### src/rtl/rtc_pkg.sv
package rtc_pkg;
   typedef enum logic [1:0] {
      SRC_EXT   = 2'd0,
      SRC_INT   = 2'd1,
      SRC_FAST  = 2'd2,
      SRC_FAST2 = 2'd3
   } rtc_src_e;

   localparam logic [2:0] A_CTRL   = 3'd0;
   localparam logic [2:0] A_RELOAD = 3'd1;
   localparam logic [2:0] A_COUNT  = 3'd2;
   localparam logic [2:0] A_ALARM  = 3'd3;
   localparam logic [2:0] A_FLAGS  = 3'd4;

   localparam int F_TICK  = 0;
   localparam int F_ALARM = 1;
   localparam int F_OVF   = 2;
   localparam int N_FLAGS = 3;

   localparam int CTRL_W = 6;
endpackage

### src/rtl/rtc_src_sel.sv
module rtc_src_sel
   import rtc_pkg::*;
#(
   parameter int FAST_DIV = 128,
   parameter int CAL_HALF = 32
) (
   input  logic     clk,
   input  logic     rst_n,
   input  logic     ext_stb,
   input  logic     int_stb,
   input  rtc_src_e sel,
   output logic     tb_stb,
   output logic     cal_o
);
   localparam int DIV_W = (FAST_DIV > 2) ? $clog2(FAST_DIV) : 1;
   localparam int CAL_W = (CAL_HALF > 2) ? $clog2(CAL_HALF) : 1;

   logic [DIV_W-1:0] div_q;
   logic             fast_stb;
   logic [CAL_W-1:0] cal_cnt_q;

   generate
      if ((FAST_DIV & (FAST_DIV - 1)) == 0) begin : g_pow2
         always_ff @(posedge clk or negedge rst_n) begin
            if (!rst_n) div_q <= '0;
            else        div_q <= div_q + 1'b1;
         end
         assign fast_stb = &div_q;
      end else begin : g_mod
         always_ff @(posedge clk or negedge rst_n) begin
            if (!rst_n)                                div_q <= '0;
            else if (div_q == DIV_W'(FAST_DIV - 1))    div_q <= '0;
            else                                       div_q <= div_q + 1'b1;
         end
         assign fast_stb = (div_q == DIV_W'(FAST_DIV - 1));
      end
   endgenerate

   always_comb begin
      case (sel)
         SRC_EXT: tb_stb = ext_stb;
         SRC_INT: tb_stb = int_stb;
         default: tb_stb = fast_stb;
      endcase
   end

   always_ff @(posedge clk or negedge rst_n) begin
      if (!rst_n) begin
         cal_cnt_q <= '0;
         cal_o     <= 1'b0;
      end else if (ext_stb) begin
         if (cal_cnt_q == CAL_W'(CAL_HALF - 1)) begin
            cal_cnt_q <= '0;
            cal_o     <= ~cal_o;
         end else begin
            cal_cnt_q <= cal_cnt_q + 1'b1;
         end
      end
   end
endmodule

### src/rtl/rtc_prescaler.sv
module rtc_prescaler #(
   parameter int W            = 20,
   parameter int RESET_RELOAD = 32767
) (
   input  logic         clk,
   input  logic         rst_n,
   input  logic         stb,
   input  logic         load,
   input  logic [W-1:0] load_val,
   output logic [W-1:0] reload,
   output logic         tick
);
   logic [W-1:0] cnt_q;

   assign tick = stb && (cnt_q == '0);

   always_ff @(posedge clk or negedge rst_n) begin
      if (!rst_n) begin
         reload <= W'(RESET_RELOAD);
         cnt_q  <= W'(RESET_RELOAD);
      end else if (load) begin
         reload <= load_val;
         cnt_q  <= load_val;
      end else if (stb) begin
         cnt_q  <= (cnt_q == '0) ? reload : cnt_q - 1'b1;
      end
   end
endmodule

### src/rtl/rtc_counter.sv
module rtc_counter #(
   parameter int W = 32
) (
   input  logic         clk,
   input  logic         rst_n,
   input  logic         tick,
   input  logic         wr_cnt,
   input  logic         wr_alarm,
   input  logic [W-1:0] wdata,
   output logic [W-1:0] count,
   output logic [W-1:0] alarm,
   output logic         alarm_hit,
   output logic         wrap
);
   logic [W-1:0] nxt;
   logic         step;

   assign step      = tick && !wr_cnt;
   assign nxt       = count + 1'b1;
   assign wrap      = step && (&count);
   assign alarm_hit = step && (nxt == alarm);

   always_ff @(posedge clk or negedge rst_n) begin
      if (!rst_n)      count <= '0;
      else if (wr_cnt) count <= wdata;
      else if (step)   count <= nxt;
   end

   always_ff @(posedge clk or negedge rst_n) begin
      if (!rst_n)        alarm <= '1;
      else if (wr_alarm) alarm <= wdata;
   end
endmodule

### src/rtl/rtc_timebase.sv
module rtc_timebase
   import rtc_pkg::*;
#(
   parameter int DATA_W       = 32,
   parameter int PRESC_W      = 20,
   parameter int CNT_W        = 32,
   parameter int RESET_RELOAD = 32767,
   parameter int FAST_DIV     = 128,
   parameter int CAL_HALF     = 32
) (
   input  logic              clk,
   input  logic              rst_n,
   input  logic              ext_stb,
   input  logic              int_stb,
   input  logic              wr_en,
   input  logic [2:0]        wr_addr,
   input  logic [DATA_W-1:0] wr_data,
   input  logic [2:0]        rd_addr,
   output logic [DATA_W-1:0] rd_data,
   output logic [CNT_W-1:0]  count_o,
   output logic              irq_tick,
   output logic              irq_alarm,
   output logic              irq_ovf,
   output logic              cal_o
);
   generate
      if (PRESC_W > DATA_W || CNT_W > DATA_W) begin : g_bad_width
         $error("rtc_timebase: register wider than data bus");
      end
      if (PRESC_W < 31 && RESET_RELOAD >= (1 << PRESC_W)) begin : g_bad_reload
         $error("rtc_timebase: reset reload does not fit prescaler");
      end
      if (FAST_DIV < 2 || CAL_HALF < 2) begin : g_bad_div
         $error("rtc_timebase: divider parameters must be at least 2");
      end
   endgenerate

   logic [CTRL_W-1:0]  ctrl_q;
   logic [N_FLAGS-1:0] flags_q;
   logic [N_FLAGS-1:0] flag_set;
   logic               cfg_en;
   logic               wr_reload, wr_cnt, wr_alarm, wr_clr;
   logic               tb_stb, tick, alarm_hit, wrap;
   logic [PRESC_W-1:0] reload;
   logic [CNT_W-1:0]   alarm;
   rtc_src_e           src;

   assign cfg_en    = ctrl_q[0];
   assign src       = rtc_src_e'(ctrl_q[5:4]);
   assign wr_reload = wr_en && (wr_addr == A_RELOAD) && cfg_en;
   assign wr_cnt    = wr_en && (wr_addr == A_COUNT)  && cfg_en;
   assign wr_alarm  = wr_en && (wr_addr == A_ALARM)  && cfg_en;
   assign wr_clr    = wr_en && (wr_addr == A_FLAGS);

   always_ff @(posedge clk or negedge rst_n) begin
      if (!rst_n)                              ctrl_q <= '0;
      else if (wr_en && wr_addr == A_CTRL)     ctrl_q <= wr_data[CTRL_W-1:0];
   end

   rtc_src_sel #(.FAST_DIV(FAST_DIV), .CAL_HALF(CAL_HALF)) u_src (
      .clk(clk), .rst_n(rst_n), .ext_stb(ext_stb), .int_stb(int_stb),
      .sel(src), .tb_stb(tb_stb), .cal_o(cal_o)
   );

   rtc_prescaler #(.W(PRESC_W), .RESET_RELOAD(RESET_RELOAD)) u_presc (
      .clk(clk), .rst_n(rst_n), .stb(tb_stb), .load(wr_reload),
      .load_val(wr_data[PRESC_W-1:0]), .reload(reload), .tick(tick)
   );

   rtc_counter #(.W(CNT_W)) u_cnt (
      .clk(clk), .rst_n(rst_n), .tick(tick), .wr_cnt(wr_cnt),
      .wr_alarm(wr_alarm), .wdata(wr_data[CNT_W-1:0]), .count(count_o),
      .alarm(alarm), .alarm_hit(alarm_hit), .wrap(wrap)
   );

   always_comb begin
      flag_set          = '0;
      flag_set[F_TICK]  = tick;
      flag_set[F_ALARM] = alarm_hit;
      flag_set[F_OVF]   = wrap;
   end

   always_ff @(posedge clk or negedge rst_n) begin
      if (!rst_n)      flags_q <= '0;
      else if (wr_clr) flags_q <= (flags_q & ~wr_data[N_FLAGS-1:0]) | flag_set;
      else             flags_q <= flags_q | flag_set;
   end

   assign irq_tick  = flags_q[F_TICK]  & ctrl_q[1];
   assign irq_alarm = flags_q[F_ALARM] & ctrl_q[2];
   assign irq_ovf   = flags_q[F_OVF]   & ctrl_q[3];

   always_comb begin
      case (rd_addr)
         A_CTRL:   rd_data = DATA_W'(ctrl_q);
         A_RELOAD: rd_data = DATA_W'(reload);
         A_COUNT:  rd_data = DATA_W'(count_o);
         A_ALARM:  rd_data = DATA_W'(alarm);
         A_FLAGS:  rd_data = DATA_W'(flags_q);
         default:  rd_data = '0;
      endcase
   end
endmodule

### config.mk
export PLATFORM = sky130hd
export DESIGN_NAME = rtc_timebase
export DESIGN_NICKNAME = d
export VERILOG_FILES = /design/src/rtl/rtc_pkg.sv /design/src/rtl/rtc_src_sel.sv /design/src/rtl/rtc_prescaler.sv /design/src/rtl/rtc_counter.sv /design/src/rtl/rtc_timebase.sv
export SDC_FILE = /design/constraint.sdc
export NUM_CORES = 1
export LEC_CHECK = 0
export ABC_AREA = 1
export BUFFER_PORTS_ARGS = -buffer_cell sky130_fd_sc_hd__buf_2
export CAP_MARGIN = 20
export CORE_UTILIZATION = 40
export DETAILED_ROUTE_END_ITERATION = 12
export PLACE_DENSITY = 0.56
export SYNTH_ARGS = -nofsm -noshare
export SYNTH_HDL_FRONTEND = slang
export SYNTH_SLANG_ARGS = --single-unit
### constraint.sdc
create_clock -name clk -period 2.5 [get_ports clk]
set_input_delay 0.5 -clock clk [delete_from_list [all_inputs] [get_ports clk]]
set_output_delay 0.5 -clock clk [all_outputs]
set_load 0.05 [all_outputs]
# After elaboration in Yosys (flattened, before gate mapping)

Cells that the tools add are included.

Flip-flop bits (word level): 126
Input bits: 43
Output and inout port bits: 68
Logic and storage cells: 63

Add/sub/neg operators: 4
Equal/unequal tests: 11
Multiplexer cells: 9
Bitwise gates (word level): 8
Reduce and logical (&&, ||, !) cells: 22

Operators with widths:

| cell                    | number |
|---|---|
| $pmux W32 S5            | 1 |
| $mux W32                | 2 |
| $mux W20                | 3 |
| $add A32 B1 Y32 const B | 1 |
| $eq A32 B32 Y1          | 1 |
| $reduce_and A32 Y1      | 1 |
| $logic_not A20 Y1       | 1 |
| $sub A20 B1 Y20 const B | 1 |
| $eq A3 B2 Y1 const B    | 4 |
| $logic_and A1 B1 Y1     | 12 |
| $add A7 B1 Y7 const B   | 1 |
| $reduce_and A7 Y1       | 1 |
| $eq A3 B1 Y1 const B    | 2 |
| $eq A3 B3 Y1 const B    | 2 |
| $logic_not A3 Y1        | 2 |
| $or A3 B3 Y3            | 2 |
| $add A5 B1 Y5 const B   | 1 |
| $eq A5 B5 Y1 const B    | 1 |
| $mux W5                 | 1 |
| $reduce_bool A2 Y1      | 2 |
| $and A1 B1 Y1           | 3 |
| $and A3 B3 Y3           | 1 |
| $mux W3                 | 1 |
| $not A3 Y3              | 1 |
| other kinds (6)         | 6 |

# Depth between registers and ports, before layout

Gate-level depths: netlist of the first run.

Depth in word-level cells: 8
Gate-level depth with buffers: 15
Gate-level depth less buffers: 15

# By module

From an unflattened synthesis of the first run, not the netlist that was laid out.

Cell total of the unflattened synthesis: 1,240
Area total of the unflattened synthesis: 8,568.2 um^2

By module, submodules not included:

| module        | instances | cells an instance | area each (um^2) | sequential area each (um^2) |
|---|---|---|---|---|
| rtc_counter   | 1         | 637               | 4,287.9          | 1,641.6 |
| rtc_prescaler | 1         | 324               | 2,453.6          | 1,038.5 |
| rtc_timebase  | 1         | 217               | 1,203.7          | 225.2 |
| rtc_src_sel   | 1         | 62                | 623.1            | 325.3 |

# Worst setup path before layout of the first run

Ideal clock, no wire load.

Kind: input -> output
From: input rd_addr[2]
To: output rd_data[12]
Data arrival time: 2.334 ns
Data required time: 2.000 ns
Slack: -0.334 ns
Stages: 5
Path buffers: 2
Cell sequence: clkbuf_1 nor3_1 inv_1 clkbuf_1 o21ai_0

Word-level cells in the longest chain between the ends: 2
Elaborated cells between the ends (all ways): 6
Classes of those cells: eq/ne (4); mux (1); reduce/logical (1)

Ends and longest elaborated chain:

| item                                       | line               | text |
|---|---|---|
| from (decl)                                | rtc_timebase.sv:18 | `input logic [2:0] rd_addr,` |
| $eq A3 B3 Y1, or another cell as far along | rtc_timebase.sv:94 | `case (rd_addr)` |
| $pmux W32 S5 (*)                           | rtc_timebase.sv:94 |  |
| to (decl)                                  | rtc_timebase.sv:19 | `output logic [DATA_W-1:0] rd_data,` |

Every way passes the cells marked *; elsewhere a longest branch is shown, timed or not.

# Worst setup path in the final report of the first run

From: input rd_addr[1]
To: output rd_data[7]

Same word-level chain as after synthesis.

==> results.txt, run 1 <==
The run finished with clean final reports. The cell area after technology mapping is 8030 µm². The number of post-CTS setup repair buffers came out at 0.

The leakage power of the design came out at around 4.7 nW. The worst setup path is launched from an input pin. The cell accounting for the most synthesized area is sky130_fd_sc_hd__dfstp_2. For this run, the slowest stage of the critical path takes 0.32 ns. The area overhead of the layout relative to synthesis came out at 21.24%. The worst IR drop on VDD came out at ~0.53 mV. The global placement routability congestion is 0.9224. The data required time of the worst path came out at ~2.0 ns. Summed over its instances, the top area cell type makes up between 20% and 30% of the synthesized netlist area. Sorting the synthesized cells by area gives the leading types as sky130_fd_sc_hd__dfstp_2 20%, sky130_fd_sc_hd__dfrtp_1 20%, sky130_fd_sc_hd__nand2_1 17%. In the final routed layout, each cell accounts on average for 17.31 µm.

The final clock period utilization by the worst path is 95.20%. The share of synthesized flip-flops with an asynchronous set or reset came out at 100.0%. Once the clock tree was built, the resizer swapped 0 gates to a different size. The post-route DRC violation count is 0. Timing would allow up to 420.2 MHz.

Along the worst path, the maximum fanout reaches 10. The number of enable flip-flop cells after synthesis is 0. For this run, the post-layout net count is 1290. The floorplan die area is ~21000 µm². The residual antenna-violating net count after detailed routing is 0. The cell count after synthesis came out at 1118. Dividing the synthesized area by the synthesized cell count gives 7.183 µm². Clock latency on the worst-skew pair, taken at its later pin, is between 0.4 and 0.5 ns. The switching portion of total power came out at 46.23%. TritonCTS built the clock tree. The number of global-route vias before repair is ~7500.

Summed over all layers, the global routing overflow is 0. The master of the slowest instance on the critical path is sky130_fd_sc_hd__buf_2. The first detailed-routing pass took 5 iterations. For this block, the initial DRC count from the detailed router was roughly 500. The kind of capture point of the worst setup path is an output port. Dividing total power by cell area gives a power density of 1151 nW/µm². The clock period could shrink to 2.380 ns. The pin count of the biggest net entering global routing came out at 65. After floorplanning, the core was sized to cover 19590 µm².

The Yosys step of the flow raised 0 warnings. In this run the core area contains a little over 50 standard-cell rows. The detailed placement HPWL is 19.96 mm. Counting every sink on the clock net gives 126. The clock passes through at most 2 buffers. Summed over all nets, the switching power comes to 5.181 mW.

The worst pin sits at a relative slew slack of between 60 and 70%. Measured along the y axis, the die boundary spans between 100 and 150 µm. The critical path goes through buf_2 -> inv_1 -> nor3_2 -> inv_1 -> buf_4 -> o21ai_0 -> buf_2. The global-route wire length before repair came out at 41.90 mm. The number of antenna violations at the first check in global routing came to 0.

The CTS H-tree depth came out at 4. The via total after detailed routing is 7976. The part of the total power dissipated in the clock network is 22.9%.

The final antenna diode count came out at 0. In this run the worst hold path is classified as in -> async. The count of different cell masters after synthesis is 43. The final cell utilization of the core came out at a little under 50%.

The buffers plus inverters on the worst setup path is 5. The register area share after synthesis came out at 40.23%. The quantity of hold-fixing buffers added after cts came out at 0. Summed over all layers, the routed wires come to 26.30 mm.

The initial core utilization is 40.99%. Setup repair after global routing left no endpoint under its margin. At the pin with the least slew margin, the transition time is between 0.5 and 0.6 ns. The count of pins over their slew limit came to 0. In this run the count of I/O pins placed on the die edge is ~110. The horizontal die dimension came out at 143.7 µm. The part of the power in registers is 34.1%. The final number of hold-violating endpoints came to 0.

The arrival time reported for the critical path endpoint came out at ~1.9 ns. The maximum clock skew at final layout came out at 0.01154 ns. Port buffering added 110 buffers. Max-cap violations in this run came to 0. The overall fraction of global-route tracks in use came out at 27.03%.

The class of the most critical setup path is in -> out. The net count of the mapped netlist came out at ~1200. The number of vias per cell came out at ~5.3. The count of final setup violators is 0. The post-route netlist has 22.73% of its cells at a drive strength greater than 1. The number of flip-flops and latches in the synthesized netlist came out at 126.

The most used flip-flop cell after synthesis is sky130_fd_sc_hd__dfrtp_1. The final hold slack came out at 0.06796 ns. The cell sitting at the root of the clock tree is a sky130_fd_sc_hd__clkbuf_16. The largest delay contributor family on the critical path is buffers and inverters. Combinational logic is responsible for 43.0% of the overall power. Clock-pin slew was measured on the worst setup and hold paths at 0.06 ns. Internal power comes to 6.025 mW. Counting the buffers created by CTS gives 17.
## metrics by stage
step           setup slack [ns]  cells  setup TNS (ns)  power, mW  cell area (µm²)
2_1_floorplan           -0.2685   1118          -1.528      7.150             8098
3_3_place_gp             0.2183   1487               0      8.572             9133
3_5_place_dp             0.1466   1487               0      8.621             9133
4_1_cts                  0.1408   1519               0      11.23             9736
5_1_grt                 0.06567   1519               0      11.96             9736
6_report                 0.1201   1519               0      11.21             9736
## power groups by stage
| stage | logic, mW | clock network (mW) | registers [mW] |
|---|---|---|---|
| 3_3_place_gp | 4.75 | 0 | 3.82 |
| 6_report | 4.81 | 2.57 | 3.83 |
| 4_1_cts | 4.82 | 2.60 | 3.80 |
| 2_1_floorplan | 2.77 | 0 | 4.38 |
| 3_5_place_dp | 4.80 | 0 | 3.82 |
| 5_1_grt | 5.32 | 2.70 | 3.94 |
## cell usage after synthesis (11+ instances only)
cell / number
sky130_fd_sc_hd__o21ai_0: 90
sky130_fd_sc_hd__nand2_1: 373
sky130_fd_sc_hd__nand3_1: 65
sky130_fd_sc_hd__nand4_1: 13
sky130_fd_sc_hd__nor2_1: 91
sky130_fd_sc_hd__o22ai_1: 11
sky130_fd_sc_hd__xor2_1: 17
sky130_fd_sc_hd__inv_1: 141
sky130_fd_sc_hd__dfstp_2: 62
sky130_fd_sc_hd__clkbuf_1: 26
sky130_fd_sc_hd__o221ai_1: 48
sky130_fd_sc_hd__dfrtp_1: 64
## routing by layer
layer  up-vias  global-route usage [%]  part of all wire (%)
met5         -                       0                     0
met2       227                   43.28                    47
met1      3789                   38.00                    47
li1       3936                       -                     -
met4         0                   5.991                   1.1
met3        24                   4.665                   4.8
## worst register-to-register path, cell delays in order (launching register included)
cell and delay, ns:
sky130_fd_sc_hd__dfstp_2 0.36, sky130_fd_sc_hd__inv_1 0.15, sky130_fd_sc_hd__ha_1 0.17, sky130_fd_sc_hd__inv_1 0.06, sky130_fd_sc_hd__nor2_1 0.09, sky130_fd_sc_hd__nand4_1 0.15, sky130_fd_sc_hd__nor2_4 0.29, sky130_fd_sc_hd__nand2_1 0.14
sky130_fd_sc_hd__nand2_1 0.19, sky130_fd_sc_hd__inv_2 0.07, sky130_fd_sc_hd__buf_12 0.17, sky130_fd_sc_hd__nand2_1 0.07, sky130_fd_sc_hd__o221ai_1 0.13
## logic make-up (layout without fill, tap and decap cells)
kind of cell,after synthesis,count (layout),synth area share (%)
mux,1,1,0.1402
flops,126,126,40.23
buf+inv,183,319,8.757
xor+xnor,23,23,3.054
fa+ha+maj,6,6,0.9348
compound gates,187,187,15.13
simple gates,592,592,31.75
## registers in the layout (all words and copies together) (netlist names)
signal and flops:
u_presc.reload 20, u_src.div_q 7, ctrl_q 6, u_cnt.count 32, flags_q 3, u_cnt.alarm 32, u_src.cal_cnt_q 5, u_presc.cnt_q 20
u_src.cal_o 1
## cell type report
type	count	area [µm²]
Clock buffer	17	425.4
Multi-Input combinational cell	809	4174
Inverter	146	548.0
Sequential cell	126	3231
Tap cell	265	331.6
Fill cell	2036	9854
Timing Repair Buffer	141	848.3
Clock inverter	15	177.7
## placed cells by master, fill, tap and decap left out, types with 27 or more instances in the layout
master	netlist	final
sky130_fd_sc_hd__nand3_1	65	65
sky130_fd_sc_hd__buf_2	10	109
sky130_fd_sc_hd__dfrtp_1	64	64
sky130_fd_sc_hd__dfstp_2	62	62
sky130_fd_sc_hd__nor2_1	91	91
sky130_fd_sc_hd__o221ai_1	48	48
sky130_fd_sc_hd__o21ai_0	90	85
sky130_fd_sc_hd__buf_4	1	27
sky130_fd_sc_hd__nand2_1	373	373
sky130_fd_sc_hd__inv_1	141	141
## path summary, 6_finish.rpt
path / from / slack [ns] / cells after the start / endpoint
worst max-delay path: rd_addr[1] / 0.12 / 7 / rd_data[7]
worst min-delay path: rst_n / 0.07 / 1 / flags_q[0]$_DFF_PN0_
worst max register to register: u_presc.cnt_q[0]$_DFFE_PN1P_ / 0.30 / 12 / u_cnt.count[9]$_DFFE_PN0P_
worst min register to register: u_src.div_q[0]$_DFF_PN0_ / 0.46 / 1 / u_src.div_q[0]$_DFF_PN0_
max in group asynchronous: rst_n / 1.72 / 2 / u_cnt.alarm[29]$_DFFE_PN1P_
min in group clk: wr_data[30] / 0.31 / 3 / u_cnt.alarm[30]$_DFFE_PN1P_
(Power assumes the default switching activity.)
==> run 2: changes to the inputs <==
ABC_AREA = unset   (was 1)
PLACE_DENSITY = 0.58   (was 0.56)
RECOVER_POWER = 25   (was unset)
clock period = 1.9 ns   (was 2.5 ns; I/O delays follow)
==> run 2 against run 1 <==
  * The run now ends with negative setup slack left
  * Utilization up 13 points
  * Area after synthesis down 1.4%
  * Global-route usage up 0.075 points
  * Sequential cell count unchanged
  * Sequential power up 27%
  * Clock-buffer cell count up 10
  * Non-clock buffer count up 197
  * Combinational power up 91%
  * Via count down 3.0%
  * Worst hold slack better by 0.14 ns
  * Power up 56%
==> results.txt, run 2 <==
The run finished, with violations left. The checks that failed: negative setup slack. The overall fraction of global-route tracks in use came out at 27.10% (+0.075 points). The stage delay of the slowest cell on the critical path came out at 0.52 ns (+0.20 ns). The maximum operating frequency came out at between 300 and 400 MHz. The count of non-filler cells in the finished layout is 1465 (-3.6%). The number of fill cells in the layout is 1619 (-20%). The register-to-register setup slack is -0.63 ns (-0.93 ns). The final number of hold-violating endpoints is 0 (unchanged). The total area of multi-input combinational cells is 5259 µm² (+26%). The residual antenna-violating net count after detailed routing is 0 (unchanged).

The number of enable flip-flop cells after synthesis is 0 (unchanged). The number of top-level design ports is 111 (unchanged). The pin count of the biggest net entering global routing came to 65 (unchanged). The placement row count is 51 (unchanged). The post-synthesis average cell area came out at 8.844 µm² (+23%).

After layout, the worst path uses 133.3% of the clock period. The maximum clock skew at final layout came to 0.006826 ns (-0.004715 ns). The signal on the critical path passes through or4_4 -> or3_4 -> buf_4 -> or3_4 -> clkbuf_16 -> a211oi_2 -> a21oi_1 -> a21oi_1. The register area share after synthesis is 40.82% (+0.59 points). Setup repair after global routing could not meet its margin everywhere. The most frequently used cell type in the post-synthesis netlist is sky130_fd_sc_hd__nor2_1. The via total after detailed routing is 7736 (-3.0%).

The number of vias per cell is 5.281 (+0.57%). The area of the core came out at 19400 µm² (-0.98%). The leakage power of the design is 5.372 nW (+14%). The global-route wire length before repair is 41.81 mm (-0.21%). The total CTS buffers came out at 17 (unchanged). The sequential cell area is 3254 µm² (+0.74%). In the layout the commonest cells are 175 x sky130_fd_sc_hd__buf_4, 106 x sky130_fd_sc_hd__nand2_1, 86 x sky130_fd_sc_hd__buf_2. The horizontal die dimension came out at 142.7 µm (-0.71%). The arrival time reported for the critical path endpoint came out at 2.88 ns (+1.00 ns).

The master of the slowest instance on the critical path is sky130_fd_sc_hd__or4_4. The tightest min-delay check is of the in -> reg type. The number of iterations in the first detailed-routing pass is 5 (unchanged). The number of port buffers came out at 110 (unchanged). The buffers plus inverters on the worst setup path is 2 (-3).

The post-route DRC violation count came out at 0 (unchanged). The number of nets in the layout came out at 1236 (-4.2%). The cell accounting for the most synthesized area is sky130_fd_sc_hd__dfstp_2. The length in cells of the worst reg-to-reg path is 8 (-4). The average wire per cell in the routed design is 18.25 µm (+5.4%).

The area overhead of the layout relative to synthesis is 54.36%. The instance count after placement with tap cells included is 1409 (-5.2%). The worst IR drop on VDD was 0.7614 mV (+43%).

The initial core utilization is 40.80% (-0.19 points). The critical path ends at u_presc.cnt_q[1]$_DFFE_PN1P_. The worst register-to-register path begins at u_presc.cnt_q[11]$_DFFE_PN1P_. The final hold slack is 0.2090 ns (+0.1411 ns). The clock slew at the register clock pins of the worst setup and hold paths came out at 0.06 ns (about the same). The global placement routability congestion came out at 0.8346 (-9.5%). The final antenna diode count is 0 (unchanged). The share of synthesized flip-flops with an asynchronous set or reset is 100.0% (unchanged).

The buffer levels on the longest clock path is 2 (unchanged). The count of different cell masters after synthesis is 56 (+30%). The cell count after synthesis came to 895 (-20%). The flip-flop cell with the highest count after synthesis is sky130_fd_sc_hd__dfrtp_1. The destination of the worst register-to-register timing path is u_presc.cnt_q[1]$_DFFE_PN1P_.

In this run the clock root is driven by a sky130_fd_sc_hd__clkbuf_16. The kind of start point of the critical path is a flip-flop. The data required time of the worst path came out at 2.24 ns (+0.24 ns). The count of pins over their slew limit came out at 0 (unchanged).

The final worst-path setup slack is -0.6319 ns (-0.7520 ns). The floorplan die area came to 20350 µm² (-1.4%). The latest clock arrival within the worst-skew pair is 0.42 ns (about the same). The worst slew margin relative to its limit is 43.44% (-21 points).

The number of global-route vias before repair came to 7678 (+2.7%). The detailed placement HPWL came out at 18.90 mm (-5.3%). The worst setup path is captured at a flip-flop. The detailed router's first-iteration violation count was 477 (-3.8%). The fraction of layout cells with a size suffix above 1 is 53.83% (+31 points). The CTS tree is done. The total grt overflow is 0 (unchanged). The minimum period implied by the final worst setup slack is between 2 and 3 ns. The number of flip-flops and latches in the synthesized netlist came to 126 (unchanged). The startpoint of the worst setup timing path is u_presc.cnt_q[11]$_DFFE_PN1P_.

The number of antenna violations at the first check in global routing is 0 (unchanged). The cell area after technology mapping is 7915 µm² (-1.4%). The critical path is of the reg -> reg type.

The count of cells along the worst hold path came out at 2. Ranked by total cell area, the synthesized netlist is headed by sky130_fd_sc_hd__dfstp_2 21%, sky130_fd_sc_hd__dfrtp_1 20%, sky130_fd_sc_hd__mux2_2 7.7%. The CTS H-tree depth is 4 (unchanged). The net count of the mapped netlist is 944 (-19%). The total length of routed wires came out at 26.74 mm (+1.7%). Leaving out fill and tap cells, the most frequent cell in the layout is sky130_fd_sc_hd__buf_4. The worst-case setup slack after placement came to -0.6274 ns (-0.7740 ns).

The commonest cells after synthesis are 128 x sky130_fd_sc_hd__nor2_1, 109 x sky130_fd_sc_hd__nand2_1, 68 x sky130_fd_sc_hd__a21oi_1, 64 x sky130_fd_sc_hd__dfrtp_1, 63 x sky130_fd_sc_hd__xnor2_1. The worst-margin pin slew came to 0.8484 ns (+0.3148 ns). The total power consumption of the routed design was 17.44 mW (+56%).

The largest registers in the layout are u_cnt.alarm x32, u_cnt.count x32. The cell family contributing the most delay on the critical path is simple AND/OR/NAND/NOR gates. The largest driver fanout on the critical path came out at 6 (-4). The total power density per cell area came to 1427 nW/µm² (+24%). The share of the synthesized area in the top cell type was 20.58% (+0.30 points). The die extent in y was 142.7 µm (-0.71%). The number of stages on the worst setup path is 8 (+1). The warning count from the yosys run was 0 (unchanged). The clock sink total came out at 126 (unchanged). The total of max-cap violations is 0 (unchanged). The final cell utilization of the core was 62.98% (+13 points).

The count of final setup violators is 73 (+73).
run 2: cell count changes in the layout (fill, tap and decap cells not counted), moves of 46 or more:
cell                       previous run  this run
sky130_fd_sc_hd__buf_4               27       175
sky130_fd_sc_hd__nand2_1            373       106
sky130_fd_sc_hd__buf_6                0        48
sky130_fd_sc_hd__nand3_1             65        19
sky130_fd_sc_hd__a21oi_1              3        55
sky130_fd_sc_hd__inv_1              141         7
sky130_fd_sc_hd__o21ai_0             85         7
sky130_fd_sc_hd__xnor2_1              3        53
sky130_fd_sc_hd__o221ai_1            48         1
run 2: final cells by class:
class	count	area share (%)
clock buffers	27	4.363
clock inverters	5	0.6144
inverters	8	0.2663
multi-input cells	696	43.04
flip-flops and latches	126	26.64
well taps	265	2.714
repair buffers	338	22.37
run 2: worst register-to-register path, cell delays in order (launching register included):
cell and delay (ns):
sky130_fd_sc_hd__dfstp_2 0.36, sky130_fd_sc_hd__or4_4 0.52, sky130_fd_sc_hd__or3_4 0.36, sky130_fd_sc_hd__buf_4 0.17, sky130_fd_sc_hd__or3_4 0.43, sky130_fd_sc_hd__clkbuf_16 0.20
sky130_fd_sc_hd__a211oi_2 0.20, sky130_fd_sc_hd__a21oi_1 0.06, sky130_fd_sc_hd__a21oi_1 0.16
run 2: timing repair:
action                                  in CTS  in global routing
endpoints found under the setup margin      75                 79
setup buffers                               12                 12
gates cloned                                 2                  1
endpoints found under the hold margin       13                  0
pin swaps                                   42                 39
resized for setup                          141                 59
hold buffers                                 1                  0
run 2: layer usage:
layer / vias up / GRT usage (%) / part of all wire [%]
met2: 196 / 45.07 / 49
met1: 3812 / 36.67 / 45
li1: 3694 / - / -
met5: - / 0 / 0
met3: 34 / 3.555 / 4.4
met4: 0 / 8.206 / 1.4
run 2: how the worst min path moves through the flow:
| stage | start | endpoint |
|---|---|---|
| 5_1_grt | wr_data[30] | u_cnt.alarm[30]$_DFFE_PN1P_ |
| 3_3_place_gp | rst_n | u_cnt.count[28]$_DFFE_PN0P_ |
| 2_1_floorplan | rst_n | ctrl_q[0]$_DFFE_PN0P_ |
| 6_report | wr_data[31] | u_cnt.alarm[31]$_DFFE_PN1P_ |
| 3_5_place_dp | rst_n | u_cnt.count[30]$_DFFE_PN0P_ |
| 4_1_cts | wr_data[10] | u_presc.reload[10]$_DFFE_PN1P_ |
run 2: where the power goes:
part	switching (mW)	internal, mW
logic	5.03	4.17
clock network	1.21	2.17
registers	0.843	4.01
total	7.08	10.4
run 2: logic make-up (layout without fill, tap and decap cells):
kind of cell | after synthesis | count (layout) | synth area share [%]
AOI/OAI and AO/OA | 152 | 152 | 11.00
DFF | 126 | 126 | 40.82
xor gates and xnor gates | 89 | 89 | 9.848
adders and majority gates | 6 | 6 | 0.9484
and+or+nand+nor | 370 | 370 | 21.86
buffers and inverters | 73 | 378 | 4.205
muxes | 79 | 79 | 11.32
run 2: per-stage QoR:
step / instance area [µm²] / setup TNS [ns]
2_1_floorplan: 8454 / -17.72
3_3_place_gp: 10600 / -23.76
3_5_place_dp: 10600 / -25.20
4_1_cts: 11890 / -28.35
5_1_grt: 12220 / -35.91
6_report: 12220 / -30.53
